[src/rtl/xbus_pkg.sv]
package xbus_pkg;
  localparam int unsigned BYTE_W = 8;
  localparam int unsigned DATA_W = 2 * BYTE_W;
  localparam int unsigned WAIT_W = 3;

  typedef struct packed {
    logic [WAIT_W-1:0] pwait;
    logic              pin_en;
    logic              slow;
    logic              wide;
  } area_cfg_t;

  localparam int unsigned CFG_W = $bits(area_cfg_t);

  typedef enum logic [2:0] {
    ST_IDLE,
    ST_T1,
    ST_T2,
    ST_TW,
    ST_T3
  } bus_st_t;
endpackage

[src/rtl/xbus_cfg.sv]
module xbus_cfg
  import xbus_pkg::*;
#(
  parameter int unsigned N_AREA = 8,
  localparam int unsigned SEL_W = $clog2(N_AREA)
) (
  input  logic             clk,
  input  logic             rst_n,
  input  logic             cfg_we,
  input  logic [SEL_W-1:0] cfg_sel,
  input  area_cfg_t        cfg_wdata,
  output area_cfg_t        cfg_q [N_AREA],
  output logic             bus16
);
  localparam area_cfg_t CFG_RST = '{pwait: '1, pin_en: 1'b0, slow: 1'b1, wide: 1'b1};

  area_cfg_t       regs_q [N_AREA];
  logic [N_AREA-1:0] hit;
  logic [N_AREA-1:0] wide_vec;

  for (genvar g = 0; g < N_AREA; g++) begin : g_area
    assign hit[g]      = cfg_we && (cfg_sel == SEL_W'(g));
    assign wide_vec[g] = regs_q[g].wide;
    assign cfg_q[g]    = regs_q[g];
  end

  always_ff @(posedge clk or negedge rst_n) begin
    if (!rst_n) begin
      for (int i = 0; i < N_AREA; i++) regs_q[i] <= CFG_RST;
    end else begin
      for (int i = 0; i < N_AREA; i++) begin
        if (hit[i]) regs_q[i] <= cfg_wdata;
      end
    end
  end

  assign bus16 = |wide_vec;

  // writing a 16-bit setting forces the 16-bit bus mode flag
  a_r2_bus_mode_on: assert property (@(posedge clk) disable iff (!rst_n)
    (cfg_we && cfg_wdata.wide) |=> bus16);

  // the written area holds exactly the written fields
  a_r11_cfg_write: assert property (@(posedge clk) disable iff (!rst_n)
    cfg_we |=> (regs_q[$past(cfg_sel)] == $past(cfg_wdata)));
endmodule

[src/rtl/xbus_seq.sv]
module xbus_seq
  import xbus_pkg::*;
#(
  parameter int unsigned ADDR_W = 24,
  parameter int unsigned AREA_W = 3
) (
  input  logic              clk,
  input  logic              rst_n,
  input  logic              req,
  input  logic              req_we,
  input  logic              req_word,
  input  logic [ADDR_W-1:0] req_addr,
  input  logic [DATA_W-1:0] req_wdata,
  input  area_cfg_t         cfg,
  input  logic              ext_wait_n,
  input  logic [BYTE_W-1:0] rbyte,
  output bus_st_t           st,
  output logic              half,
  output logic              split,
  output logic [ADDR_W-1:0] a_q,
  output logic              we_q,
  output logic              word_q,
  output logic [DATA_W-1:0] wd_q,
  output logic [BYTE_W-1:0] hi_q,
  output logic [AREA_W-1:0] area,
  output logic              ack
);
  bus_st_t           st_n;
  logic [WAIT_W-1:0] cnt, cnt_n;
  logic              half_n;
  logic              ld, hi_ld, final_st, wait_hit;

  assign area     = a_q[ADDR_W-1 -: AREA_W];
  assign split    = word_q & ~cfg.wide;
  assign final_st = ((st == ST_T2) && !cfg.slow) || (st == ST_T3);
  assign wait_hit = cfg.slow & cfg.pin_en & ~ext_wait_n;
  assign ack      = final_st & (~split | half);

  always_comb begin
    st_n   = st;
    cnt_n  = cnt;
    half_n = half;
    ld     = 1'b0;
    hi_ld  = 1'b0;
    unique case (st)
      ST_IDLE: if (req) begin
        st_n   = ST_T1;
        ld     = 1'b1;
        half_n = 1'b0;
      end
      ST_T1: st_n = ST_T2;
      ST_T2: if (cfg.slow) begin
        if (cfg.pwait != '0) begin
          st_n  = ST_TW;
          cnt_n = cfg.pwait - 1'b1;
        end else if (wait_hit) begin
          st_n  = ST_TW;
          cnt_n = '0;
        end else begin
          st_n = ST_T3;
        end
      end
      ST_TW: begin
        if (cnt != '0)     cnt_n = cnt - 1'b1;
        else if (!wait_hit) st_n = ST_T3;
      end
      ST_T3: st_n = ST_T3;
      default: st_n = ST_IDLE;
    endcase
    if (final_st) begin
      if (split && !half) begin
        st_n   = ST_T1;
        half_n = 1'b1;
        hi_ld  = 1'b1;
      end else begin
        st_n = ST_IDLE;
      end
    end
  end

  always_ff @(posedge clk or negedge rst_n) begin
    if (!rst_n) begin
      st   <= ST_IDLE;
      cnt  <= '0;
      half <= 1'b0;
    end else begin
      st   <= st_n;
      cnt  <= cnt_n;
      half <= half_n;
    end
  end

  always_ff @(posedge clk or negedge rst_n) begin
    if (!rst_n) begin
      a_q    <= '0;
      we_q   <= 1'b0;
      word_q <= 1'b0;
      wd_q   <= '0;
    end else if (ld) begin
      a_q    <= req_word ? {req_addr[ADDR_W-1:1], 1'b0} : req_addr;
      we_q   <= req_we;
      word_q <= req_word;
      wd_q   <= req_wdata;
    end
  end

  always_ff @(posedge clk or negedge rst_n) begin
    if (!rst_n)     hi_q <= '0;
    else if (hi_ld) hi_q <= rbyte;
  end

  // a two-state cycle never continues into wait or third state
  a_r3_two_state: assert property (@(posedge clk) disable iff (!rst_n)
    (st == ST_T2 && !cfg.slow) |=> (st == ST_IDLE || st == ST_T1));

  // programmed waits are not cut short
  a_r4_prog_wait: assert property (@(posedge clk) disable iff (!rst_n)
    (st == ST_TW && cnt != '0) |=> (st == ST_TW));

  // without wait honouring, the pin cannot extend a cycle
  a_r5_pin_off: assert property (@(posedge clk) disable iff (!rst_n)
    (st == ST_TW && cnt == '0 && !cfg.pin_en) |=> (st == ST_T3));

  // acknowledge lasts a single clock
  a_r9_ack_pulse: assert property (@(posedge clk) disable iff (!rst_n)
    ack |=> !ack);

  // the captured request stays put while an access runs
  a_r12_hold: assert property (@(posedge clk) disable iff (!rst_n)
    (st != ST_IDLE) |=> $stable(a_q));
endmodule

[src/rtl/xbus_lane.sv]
module xbus_lane
  import xbus_pkg::*;
#(
  parameter int unsigned ADDR_W = 24
) (
  input  logic              active,
  input  logic              wide,
  input  logic              split,
  input  logic              half,
  input  logic [ADDR_W-1:0] a_q,
  input  logic              we_q,
  input  logic              word_q,
  input  logic [DATA_W-1:0] wd_q,
  input  logic [BYTE_W-1:0] hi_q,
  input  logic [DATA_W-1:0] ext_din,
  output logic [ADDR_W-1:0] ext_addr,
  output logic [DATA_W-1:0] ext_dout,
  output logic [1:0]        ext_wr_n,
  output logic              ext_rd_n,
  output logic [DATA_W-1:0] rdata,
  output logic [BYTE_W-1:0] rbyte
);
  logic              full16, upper;
  logic [BYTE_W-1:0] wbyte;

  always_comb begin
    full16   = word_q & wide;
    ext_addr = split ? {a_q[ADDR_W-1:1], half} : a_q;
    upper    = ~wide | ~ext_addr[0];
    wbyte    = (split && !half) ? wd_q[DATA_W-1:BYTE_W] : wd_q[BYTE_W-1:0];
    ext_dout = full16 ? wd_q : {wbyte, wbyte};
    if (!(active && we_q)) ext_wr_n = 2'b11;
    else if (full16)       ext_wr_n = 2'b00;
    else if (upper)        ext_wr_n = 2'b01;
    else                   ext_wr_n = 2'b10;
    ext_rd_n = ~(active & ~we_q);
    rbyte    = upper ? ext_din[DATA_W-1:BYTE_W] : ext_din[BYTE_W-1:0];
    if (full16)      rdata = ext_din;
    else if (word_q) rdata = {hi_q, rbyte};
    else             rdata = {{BYTE_W{1'b0}}, rbyte};
  end
endmodule

[src/rtl/xbus_ctrl.sv]
module xbus_ctrl
  import xbus_pkg::*;
#(
  parameter int unsigned ADDR_W = 24,
  parameter int unsigned N_AREA = 8,
  localparam int unsigned AREA_W = $clog2(N_AREA)
) (
  input  logic              clk,
  input  logic              rst_n,
  input  logic              cfg_we,
  input  logic [AREA_W-1:0] cfg_sel,
  input  logic [CFG_W-1:0]  cfg_wdata,
  input  logic              req,
  input  logic              req_we,
  input  logic              req_word,
  input  logic [ADDR_W-1:0] req_addr,
  input  logic [DATA_W-1:0] req_wdata,
  output logic              ack,
  output logic [DATA_W-1:0] rdata,
  output logic              bus16,
  output logic [ADDR_W-1:0] ext_addr,
  output logic [DATA_W-1:0] ext_dout,
  input  logic [DATA_W-1:0] ext_din,
  output logic              ext_rd_n,
  output logic [1:0]        ext_wr_n,
  output logic [N_AREA-1:0] ext_cs_n,
  input  logic              ext_wait_n
);
  logic [1:0]        sync_q;
  logic              rst_ns;
  area_cfg_t         cfg_q [N_AREA];
  area_cfg_t         cur;
  bus_st_t           st;
  logic              half, split, we_q, word_q, active;
  logic [ADDR_W-1:0] a_q;
  logic [DATA_W-1:0] wd_q;
  logic [BYTE_W-1:0] hi_q, rbyte;
  logic [AREA_W-1:0] area;

  always_ff @(posedge clk or negedge rst_n) begin
    if (!rst_n) sync_q <= 2'b00;
    else        sync_q <= {sync_q[0], 1'b1};
  end
  assign rst_ns = sync_q[1];

  xbus_cfg #(.N_AREA(N_AREA)) u_cfg (
    .clk(clk), .rst_n(rst_ns), .cfg_we(cfg_we), .cfg_sel(cfg_sel),
    .cfg_wdata(area_cfg_t'(cfg_wdata)), .cfg_q(cfg_q), .bus16(bus16)
  );

  assign cur    = cfg_q[area];
  assign active = (st != ST_IDLE);

  xbus_seq #(.ADDR_W(ADDR_W), .AREA_W(AREA_W)) u_seq (
    .clk(clk), .rst_n(rst_ns), .req(req), .req_we(req_we), .req_word(req_word),
    .req_addr(req_addr), .req_wdata(req_wdata), .cfg(cur), .ext_wait_n(ext_wait_n),
    .rbyte(rbyte), .st(st), .half(half), .split(split), .a_q(a_q), .we_q(we_q),
    .word_q(word_q), .wd_q(wd_q), .hi_q(hi_q), .area(area), .ack(ack)
  );

  xbus_lane #(.ADDR_W(ADDR_W)) u_lane (
    .active(active), .wide(cur.wide), .split(split), .half(half), .a_q(a_q),
    .we_q(we_q), .word_q(word_q), .wd_q(wd_q), .hi_q(hi_q), .ext_din(ext_din),
    .ext_addr(ext_addr), .ext_dout(ext_dout), .ext_wr_n(ext_wr_n),
    .ext_rd_n(ext_rd_n), .rdata(rdata), .rbyte(rbyte)
  );

  always_comb begin
    ext_cs_n = '1;
    if (active) ext_cs_n[area] = 1'b0;
  end

  // never more than one chip select low
  a_r1_cs_single: assert property (@(posedge clk) disable iff (!rst_ns)
    $onehot0(~ext_cs_n));

  // the acknowledged access used the chip select of its area
  a_r1_cs_area: assert property (@(posedge clk) disable iff (!rst_ns)
    ack |-> (ext_cs_n[ext_addr[ADDR_W-1 -: AREA_W]] == 1'b0));

  // a full-width access presents an even address
  a_r6_even: assert property (@(posedge clk) disable iff (!rst_ns)
    (!ext_rd_n && ext_wr_n == 2'b11 && ack && word_q && cur.wide) |-> !ext_addr[0]);
endmodule

[config.mk]
export PLATFORM = sky130hd
export DESIGN_NAME = xbus_ctrl
export DESIGN_NICKNAME = d
export VERILOG_FILES = /design/src/rtl/xbus_pkg.sv /design/src/rtl/xbus_cfg.sv /design/src/rtl/xbus_seq.sv /design/src/rtl/xbus_lane.sv /design/src/rtl/xbus_ctrl.sv
export SDC_FILE = /design/constraint.sdc
export NUM_CORES = 1
export LEC_CHECK = 0
export CORE_AREA = 2 2 117 119
export CTS_CLUSTER_DIAMETER = 40
export DETAILED_ROUTE_END_ITERATION = 12
export DIE_AREA = 0 0 119 121
export PLACE_DENSITY = 0.73
export RECOVER_POWER = 25
export SLEW_MARGIN = 10
export SYNTH_ARGS = -nofsm -noshare
export SYNTH_HDL_FRONTEND = slang
export SYNTH_SLANG_ARGS = --single-unit
[constraint.sdc]
create_clock -name clk -period 3.2 [get_ports clk]
set_input_delay 0.32 -clock clk [delete_from_list [all_inputs] [get_ports clk]]
set_output_delay 0.32 -clock clk [all_outputs]
set_load 0.005 [all_outputs]
# --- After elaboration in Yosys (flattened, before gate mapping) ---
# Cells that the tools add are included.
op_classes:
  add_sub_neg: 2
  mux: 38
  n_mul: 0
  n_shift: 0
  div_mod_pow: 0
  magnitude_cmp: 3
  bitwise_logic: 16
  n_reduce_logical: 24
  n_eq_ne: 18
op_table:
  columns: ["operator", "count"]
  rows:
  - ["2-to-1 mux 16 bit", 3]
  - ["2-to-1 mux 3 bit", 11]
  - ["2-to-1 mux 8 bit", 3]
  - ["binary-select mux 6 bit (select 3 bit)", 1]
  - ["== test 3 bit, second input constant", 5]
  - ["case mux 3 bit (5 select lines)", 1]
  - ["== test 3 x 2 -> 1 bit, second input constant", 4]
  - ["logical AND 1 bit", 12]
  - ["2-to-1 mux 1 bit", 12]
  - ["2-to-1 mux 6 bit", 2]
  - ["!= test 3 x 2 -> 1 bit, second input constant", 4]
  - ["nonzero test 3 bit", 3]
  - ["NOT 8 bit", 1]
  - ["AND reduction 4 bit", 2]
  - ["OR reduction 8 bit", 1]
  - ["AND 1 bit", 6]
  - ["== test 3 x 1 -> 1 bit, second input constant", 2]
  - ["zero test 3 bit", 2]
  - ["2-to-1 mux 2 bit", 3]
  - ["NOT 1 bit", 6]
  - ["case mux 3 bit (2 select lines)", 1]
  - ["subtractor 3 x 1 -> 3 bit, second input constant", 2]
  - [">= comparator 4 bit, second input constant", 1]
  - ["less-than comparator 3 x 4 -> 1 bit, second input constant", 1]
  - ["other kinds (9)", 12]
totals:
  out_inout_bits: 69
  mem_count: 0
  mem_bits_ro: 0
  register_bits: 107
  ramBits: 0
  latchBits: 0
  elab_cells: 142

# --- Depth between registers and ports, before layout ---
# Gate-level depths: netlist of run 1.
logic_depth:
  depth_word: 12
  mapped_depth: 13
  mapped_depth_nobuf: 10

# --- Hierarchy ---
# From an unflattened synthesis of run 1, not the netlist that was laid out.
hier_totals:
  hier_cells: 415
  area_unflattened_um2: 5649.2
modules_own_cells:
  columns: ["mod", "area_each_um2", "instances", "cells_each"]
  rows:
  - ["xbus_seq", 2416.1, 1, 168]
  - ["xbus_cfg", 1938.1, 1, 114]
  - ["xbus_lane", 757.0, 1, 84]
  - ["xbus_ctrl", 538.0, 1, 49]

# --- Worst setup path before layout of run 1 ---
# No wires, ideal clock.
synth_path:
  kind: "register to register"
  from: "register u_seq.a_q[21]"
  to: "register u_seq.cnt[2]"
  synth_period_minus_slack_ps: 2593
  required_time_ps: 3077
  stages_incl_launch_ff: 13
  setup_ps: 123
  arrival_time_ps: 2470
  setup_slack_ps: 607
  cell_sequence: "dfrtp_1 -> buf_6 -> buf_6 -> mux2_2 -> a22oi_1 -> nor2_1 -> a311oi_1 -> ha_1 -> ha_1 -> nand2b_1 -> o22ai_2 -> nor2_1 -> o221a_2"
synth_via:
  elab_chain_len: 8
synth_rtl:
  columns: ["item", "line", "source"]
  rows:
  - ["from (decl)", "xbus_seq.sv:20", "output logic [ADDR_W-1:0] a_q,"]
  - ["from (signal assigned)", "xbus_seq.sv:100", "a_q <= req_word ? {req_addr[ADDR_W-1:1], 1'b0} : req_addr;"]
  - ["NOT 3 -> 4 bit (implied by the code) (*)", "xbus_ctrl.sv:51", "assign cur = cfg_q[area];"]
  - ["binary-select mux 6 bit (select 3 bit) (*)", "xbus_ctrl.sv:51", null]
  - ["2-to-1 mux 6 bit (implied by the code) (*) (2 in series)", "xbus_ctrl.sv:51", null]
  - ["subtractor 3 x 1 -> 3 bit (tied with other cells)", "xbus_seq.sv:55", "cnt_n = cfg.pwait - 1'b1;"]
  - ["2-to-1 mux 3 bit / AND 1 bit (equally long branches)", "xbus_seq.sv:53, xbus_seq.sv:36", null]
  - ["2-to-1 mux 3 bit / != test 3 x 2 -> 1 bit (equally long branches)", null, null]
  - ["case mux 3 bit (2 select lines) / AND reduction 4 bit (equally long branches)", null, null]
  - ["to (signal assigned)", "xbus_seq.sv:88", "cnt <= cnt_n;"]
  - ["to (decl)", "xbus_seq.sv:29", "logic [WAIT_W-1:0] cnt, cnt_n;"]
# Mark *: on every way between the ends. The rest lies on a longest branch, timed or not. The select of a mux whose other input is x is not followed.
# A chain may end at the register's enable or synchronous reset.

# --- Worst setup path after layout of run 1 ---
layout_path:
  from: "register u_seq.a_q[21]"
  to: "output port rdata[3]"
layout_via:
  elab_chain_len: 12
layout_rtl:
  columns: ["item", "line", "source"]
  rows:
  - ["NOT 3 -> 4 bit (implied by the code) (*)", "xbus_ctrl.sv:51", null]
  - ["binary-select mux 6 bit (select 3 bit) (*)", "xbus_ctrl.sv:51", null]
  - ["2-to-1 mux 6 bit (implied by the code) (*) (2 in series)", "xbus_ctrl.sv:51", null]
  - ["NOT 1 bit", "xbus_seq.sv:34, xbus_lane.sv:29", null]
  - ["AND 1 bit", "xbus_seq.sv:34", "assign split = word_q & ~cfg.wide;"]
  - ["2-to-1 mux 1 bit", "xbus_lane.sv:28", "ext_addr = split ? {a_q[ADDR_W-1:1], half} : a_q;"]
  - ["NOT 1 bit", "xbus_lane.sv:29", "upper = ~wide | ~ext_addr[0];"]
  - ["bitwise OR 1 bit", "xbus_lane.sv:29", null]
  - ["2-to-1 mux 8 bit", "xbus_lane.sv:37", "rbyte = upper ? ext_din[DATA_W-1:BYTE_W] : ext_din[BYTE_W-1:0];"]
  - ["2-to-1 mux 16 bit", "xbus_lane.sv:39", "else if (word_q) rdata = {hi_q, rbyte};"]
  - ["2-to-1 mux 16 bit (*)", "xbus_lane.sv:38", "if (full16) rdata = ext_din;"]
  - ["to (decl)", "xbus_ctrl.sv:19", "output logic [DATA_W-1:0] rdata,"]
# Marks and branches as above.

==> results.txt, run 1 <==
result of the run - complete, but fails checks
violated checks - max-capacitance violations, max-slew violations
switching component of the power - 2.41 mW
Fin Clk Skew - 0.00464 ns
IO Port Bufs - 140
crit start category - flop
RSZ-0062 raised after global routing - no
final worst path period need - 3.09 ns
worst endpoint required time - 2.88 ns
height of the chip - 121 um
DPL Wire Length - 10.3 mm
ports placed on the boundary - 141
die width - 119 um
maximum number of pins on one net before global-route repair - 56
leftover overflow at the end of global routing - 0
count of endpoints failing hold in the final timing report - 0
overall routing resource usage - 19.7%
Critical R2R Launch - u_seq.a_q[21]$_DFFE_PN0P_
share of the clock period used by the worst path after layout - 96.5%
CTS H-tree lvls - 3
Distinct cells, synth - 49
# diodes - 0
share of the yosys chip area belonging to registers - 49.1%
1st-pass router iterations - 6
worst path cell trace - mux2i_1, mux4_2, buf_4, nor2_2, mux2_2, clkdlybuf4s50_1
Clock Pin Slew Worst Setup and Hold Paths - 0.07 ns
post-route cell area - 0.00739 mm^2
share of total power in the clock network - 18.3%
Crit. End Element - primary output
combinational group share of total power - 49.1%
tightest hold margin - 0.197 ns
aggregate routed wire length - 13.9 mm
CTS Hold Buffers Added - 0
wire length of the first global-routing pass - 22.1 mm
number of sinks driven by the clock tree - 107
clock buffer depth - 2
total die area - 0.0144 mm^2
highest ir drop seen on vdd - 0.000522 V
Reg2Reg Setup Slack - 0.32 ns
Post-synth EDFFs - 0
via count - 4,177
Syn Area/Cell - 10.6 um^2
number of instances in the synthesized netlist - 524
initial antenna violation count - 0
Register-to-Register Path Depth - 11
ratio of total power to cell area - 946 mW/mm^2
area of the core - 0.0131 mm^2
worst hold path class - in -> async
average vias per placed instance - 5.03
initial core utilization - 42.4%
endpoint of the worst-slack reg-to-reg timing path - u_seq.cnt[2]$_DFFE_PN0P_
maximum net fanout on the critical path - 12
slew margin rel. - -45.3%
share of layout cells above drive strength 1 - 26.0%
cell with the biggest individual delay on the critical path - sky130_fd_sc_hd__mux4_2
arrival time at the worst endpoint - 2.77 ns
via count of the first global-routing pass - 4,326
number of endpoints failing setup at the final stage - 0
weighted congestion reported at the end of routability-driven placement - 0.882
delay of the slowest cell on the worst path - 0.54 ns
internal power contribution - 4.57 mW
Setup TNS - 0 ns
final max-slew violation count - 56
post-synthesis instance area - 0.00555 mm^2
Wirelength per Cell - 16.7 um
Placement Cell Area - 0.00703 mm^2
worst-skew pair later-pin latency - 0.35 ns
clock tree from TritonCTS - done
# Max-Cap Violations - 1
remaining routing DRC violations - 0
flip-flop and latch count after synthesis - 107
growth of design area from synthesis to finish - 33.1%
switching portion of total power - 34.6%
clock root buffer - sky130_fd_sc_hd__clkbuf_16
cell row count - 42
remaining number of nets flagged by the antenna check after routing - 0
TritonCTS Buffers - 9
total nets after synthesis - 601
detailed router's first-iteration violation count - 123
final layout net count - 727
Async S/R FF share, synth - 100%
fmax - 324 MHz
warning count from the yosys run - 0
predominant post-synthesis flop cell - sky130_fd_sc_hd__dfrtp_1
slew at the pin closest to its max-slew limit - 2.18 ns
part of the power in registers - 32.6%
WS Path Type - reg -> out
Leak - 3.22 nW
==> cell usage after synthesis (all sizes together) (2+ instances only) <==
| library cell | count | area share [%] |
|---|---|---|
| buf | 32 | 4.4 |
| a31oi | 3 | 0.45 |
| nor2b | 16 | 1.8 |
| nor3 | 4 | 0.36 |
| ha | 5 | 1.1 |
| o21ai | 4 | 0.36 |
| nand2b | 8 | 0.90 |
| inv | 12 | 0.81 |
| a22oi | 2 | 0.27 |
| clkbuf | 15 | 1.0 |
| a21oi | 6 | 0.54 |
| nor2 | 16 | 1.2 |
| nor3b | 3 | 0.50 |
| o22ai | 4 | 0.56 |
| mux2i | 23 | 4.1 |
| dfrtp | 67 | 30 |
| mux2 | 82 | 17 |
| nand3 | 7 | 0.63 |
| mux4 | 3 | 1.2 |
| dfstp | 40 | 19 |
| and2 | 3 | 0.34 |
| nand4b | 4 | 0.63 |
| and3b | 2 | 0.32 |
| nand3b | 3 | 0.41 |
| nor4 | 3 | 0.34 |
| nand2 | 143 | 9.7 |
==> metal layers <==
layer  vias to the layer above  GRT usage (%)  wire [um]
met3                        23           4.37        611
met5                         -              0          0
met2                       100           33.9       7050
met4                         0           8.71        369
li1                       1998              -          -
met1                      2056           23.6       5850
==> stage by stage <==
| step | util [%] | worst slack [ns] | std cells | power (mW) |
|---|---|---|---|---|
| CTS | 56.4 | 0.00412 | 829 | 6.99 |
| detailed placement | 53.7 | 0.240 | 813 | 5.69 |
| global placement | 53.7 | 0.323 | 813 | 5.56 |
| finish | 56.4 | 0.113 | 831 | 6.98 |
| global route | 56.4 | 0.0194 | 831 | 7.46 |
| floorplan | - | 0.0685 | 524 | 4.32 |
==> logic make-up after synthesis <==
logic type                 after synthesis  share of synthesized area (%)
other                                    1                         0.0676
and+or+nand+nor                        215                           17.4
buffers and inverters                   59                           6.22
DFF                                    107                           49.1
adders and majority gates                5                           1.13
AOI/OAI and AO/OA                       29                           3.79
muxes                                  108                           22.2
==> flip-flops by register name (all words and copies together), names as in the netlist <==
register	count
u_cfg.cfg_q	48
u_seq.a_q	24
u_seq.wd_q	16
u_seq.hi_q	8
u_seq.cnt	3
u_seq.st	3
sync_q	2
u_seq.half	1
u_seq.we_q	1
u_seq.word_q	1
==> power by group through the flow <==
stage               Clock, mW  Combinational [mW]  Sequential (mW)
global route             1.37                3.74             2.35
finish                   1.28                3.43             2.27
global placement            0                3.31             2.25
CTS                      1.30                3.42             2.27
detailed placement          0                3.40             2.28
floorplan                   0                2.16             2.16
==> placed cells by master, fill, tap and decap left out, drive strengths merged, types with 2 or more instances in the layout <==
cell / Yosys / routed
a21oi: 6 / 6
a22oi: 2 / 2
a31oi: 3 / 3
and2: 3 / 3
and3b: 2 / 2
buf: 32 / 18
bufinv: 0 / 3
clkbuf: 15 / 12
clkdlybuf4s50: 0 / 139
dfrtp: 67 / 67
dfstp: 40 / 40
ha: 5 / 5
inv: 12 / 14
mux2: 82 / 82
mux2i: 23 / 23
mux4: 3 / 3
nand2: 143 / 143
nand2b: 8 / 8
nand3: 7 / 7
nand3b: 3 / 3
nand4b: 4 / 4
nor2: 16 / 17
nor2b: 16 / 16
nor3: 4 / 4
nor3b: 3 / 3
nor4: 3 / 3
o21ai: 4 / 4
o22ai: 4 / 4
==> critical path, delay by kind of cell, from the launching register on <==
kind	cells	cell delay [ns]
buf+inv	2	0.68
flops	1	0.47
mux	3	1.04
simple gates	1	0.21
==> cell type report <==
cell class | instances | area, um^2
fill | 1085 | 5700
sequential | 107 | 2730
multi-input combinational | 359 | 2490
timing repair buffer | 161 | 1550
clock buffer | 9 | 225
tap | 176 | 220
clock inverter | 7 | 124
inverter | 12 | 45.0
==> repair_timing <==
action                                  CTS  global route
endpoints found under the setup margin    0            18
gates resized for setup                   0             2
buffers inserted                          0             1
==> worst max path at each step <==
| stage | start | to | depth (start not counted) |
|---|---|---|---|
| 6_report | u_seq.a_q[21]$_DFFE_PN0P_ | rdata[3] | 6 |
| 5_1_grt | u_seq.a_q[21]$_DFFE_PN0P_ | ext_wr_n[1] | 8 |
| 4_1_cts | u_seq.a_q[21]$_DFFE_PN0P_ | ext_dout[13] | 5 |
| 3_5_place_dp | u_seq.a_q[21]$_DFFE_PN0P_ | u_seq.cnt[2]$_DFFE_PN0P_ | 11 |
| 3_3_place_gp | u_seq.a_q[21]$_DFFE_PN0P_ | u_seq.cnt[2]$_DFFE_PN0P_ | 11 |
| 2_1_floorplan | sync_q[1]$_DFF_PN0_ | u_cfg.cfg_q[14]$_DFFE_PN0P_ | 0 |
No activity file was read; power rests on OpenSTA's default activity.
==> inputs of run 2 (changes only) <==
- PLACE_DENSITY: 0.73 -> 0.83
==> results.txt, run 2 (synthesis results as in run 1) <==
tightest hold margin - 0.206 ns
cell row count - 42
number of sinks driven by the clock tree - 107
final core utilization - 56.2%
remaining routing DRC violations - 0
post-route cell area - 0.00736 mm^2
slew margin rel. - -24.2%
total die area - 0.0144 mm^2
total chip power - 6.86 mW
worst-skew pair later-pin latency - 0.35 ns
violated checks - max-capacitance violations, max-slew violations
Setup TNS - 0 ns
via count - 4,268
overall routing resource usage - 19.3%
share of the clock period used by the worst path after layout - 96.4%
weighted congestion reported at the end of routability-driven placement - 0.828
wire length of the first global-routing pass - 21.9 mm
top library cells by usage in the layout, fill and taps aside - 143 x sky130_fd_sc_hd__nand2_1, 139 x sky130_fd_sc_hd__clkdlybuf4s50_1, 79 x sky130_fd_sc_hd__mux2_2
leading cell type in the layout, fill and taps excluded - sky130_fd_sc_hd__nand2_1
count of endpoints failing hold in the final timing report - 0
CTS H-tree lvls - 3
ratio of total power to cell area - 933 mW/mm^2
max reg flops - 48
arrival time at the worst endpoint - 2.77 ns
Placement Cell Area - 0.00702 mm^2
detailed router's first-iteration violation count - 200
final layout net count - 727
fmax - 324 MHz
Crit. End Element - primary output
maximum number of pins on one net before global-route repair - 48
crit start category - flop
Clock Pin Slew Worst Setup and Hold Paths - 0.07 ns
# Max-Cap Violations - 1
leftover overflow at the end of global routing - 0
Fin Clk Skew - 0.00653 ns
remaining number of nets flagged by the antenna check after routing - 0
final worst path period need - 3.09 ns
ports placed on the boundary - 141
aggregate routed wire length - 13.5 mm
Reg2Reg Setup Slack - 0.49 ns
initial core utilization - 42.4%
highest ir drop seen on vdd - 0.000541 V
clock root buffer - sky130_fd_sc_hd__clkbuf_16
die width - 119 um
number of endpoints failing setup at the final stage - 0
average vias per placed instance - 5.14
RSZ-0062 raised after global routing - no
result of the run - complete, but fails checks
worst endpoint required time - 2.88 ns
worst hold path class - in -> async
# diodes - 0
share of layout cells above drive strength 1 - 25.6%
post-placement cell count - 812
TritonCTS Buffers - 9
clock tree from TritonCTS - done
crit path setup slack, layout - 0.114 ns
1st-pass router iterations - 5
growth of design area from synthesis to finish - 32.6%
via count of the first global-routing pass - 4,367
delay of the slowest cell on the worst path - 0.57 ns
WS Path Type - reg -> out
final max-slew violation count - 48
height of the chip - 121 um
final non-filler cell total - 831
area of the core - 0.0131 mm^2
Leak - 3.21 nW
initial antenna violation count - 0
number of fillers in the final layout - 1,090
cell with the biggest individual delay on the critical path - sky130_fd_sc_hd__mux4_2
DPL Wire Length - 9.85 mm
IO Port Bufs - 140
maximum net fanout on the critical path - 10
clock buffer depth - 2
worst-case setup slack after placement - 0.309 ns
slew at the pin closest to its max-slew limit - 1.86 ns
Wirelength per Cell - 16.3 um
worst path cell trace - mux2i_1, mux4_2, a21boi_4, buf_4, mux2_2, clkdlybuf4s50_1
==> run 2: final timing paths <==
check                                                end  depth (start not counted)                 startpoint
worst max-delay path                        ext_dout[14]                          6  u_seq.a_q[21]$_DFFE_PN0P_
min in group clk                     sync_q[1]$_DFF_PN0_                          0        sync_q[0]$_DFF_PN0_
worst max register to register  u_seq.cnt[2]$_DFFE_PN0P_                         10  u_seq.a_q[21]$_DFFE_PN0P_
worst min register to register       sync_q[1]$_DFF_PN0_                          0        sync_q[0]$_DFF_PN0_
worst min-delay path                 sync_q[0]$_DFF_PN0_                          1                      rst_n
max in group asynchronous           u_seq.half$_DFF_PN0_                          1        sync_q[1]$_DFF_PN0_
==> run 2: repair_timing <==
item / 4_1_cts / 5_1_grt
gates resized for setup: 1 / 1
hold buffers: 0 / 0
setup buffers: 3 / 0
setup endpoints to repair: 13 / 5
==> run 2: critical path, delay by kind of cell (launching register included) <==
kind | cells | cell delay (ns)
multiplexers | 3 | 1.04
flip-flops | 1 | 0.50
AO/OA/AOI/OAI | 1 | 0.25
buffers and inverters | 2 | 0.62
==> run 2: power by group <==
group	internal, mW	switching [mW]
Clock	0.703	0.475
Sequential	1.92	0.373
Combinational	1.89	1.50
==> run 2: routing by layer <==
metal / GRT usage, % / vias to the layer above / part of all wire [%] / wire, um
met1: 23.4 / 2113 / 42 / 5630
met4: 6.70 / 0 / 1.3 / 173
met5: 0 / - / 0 / 0
met3: 4.79 / 12 / 5.6 / 764
met2: 33.4 / 147 / 51 / 6960
li1: - / 1996 / - / -
==> run 2: cell type report <==
type,instances,area (um^2),area share [%]
clock buffer,11,243,3.30
multi-input combinational,358,2480,33.8
inverter,12,45.0,0.612
tap,176,220,2.99
sequential,107,2730,37.1
clock inverter,5,76.3,1.04
timing repair buffer,162,1560,21.2
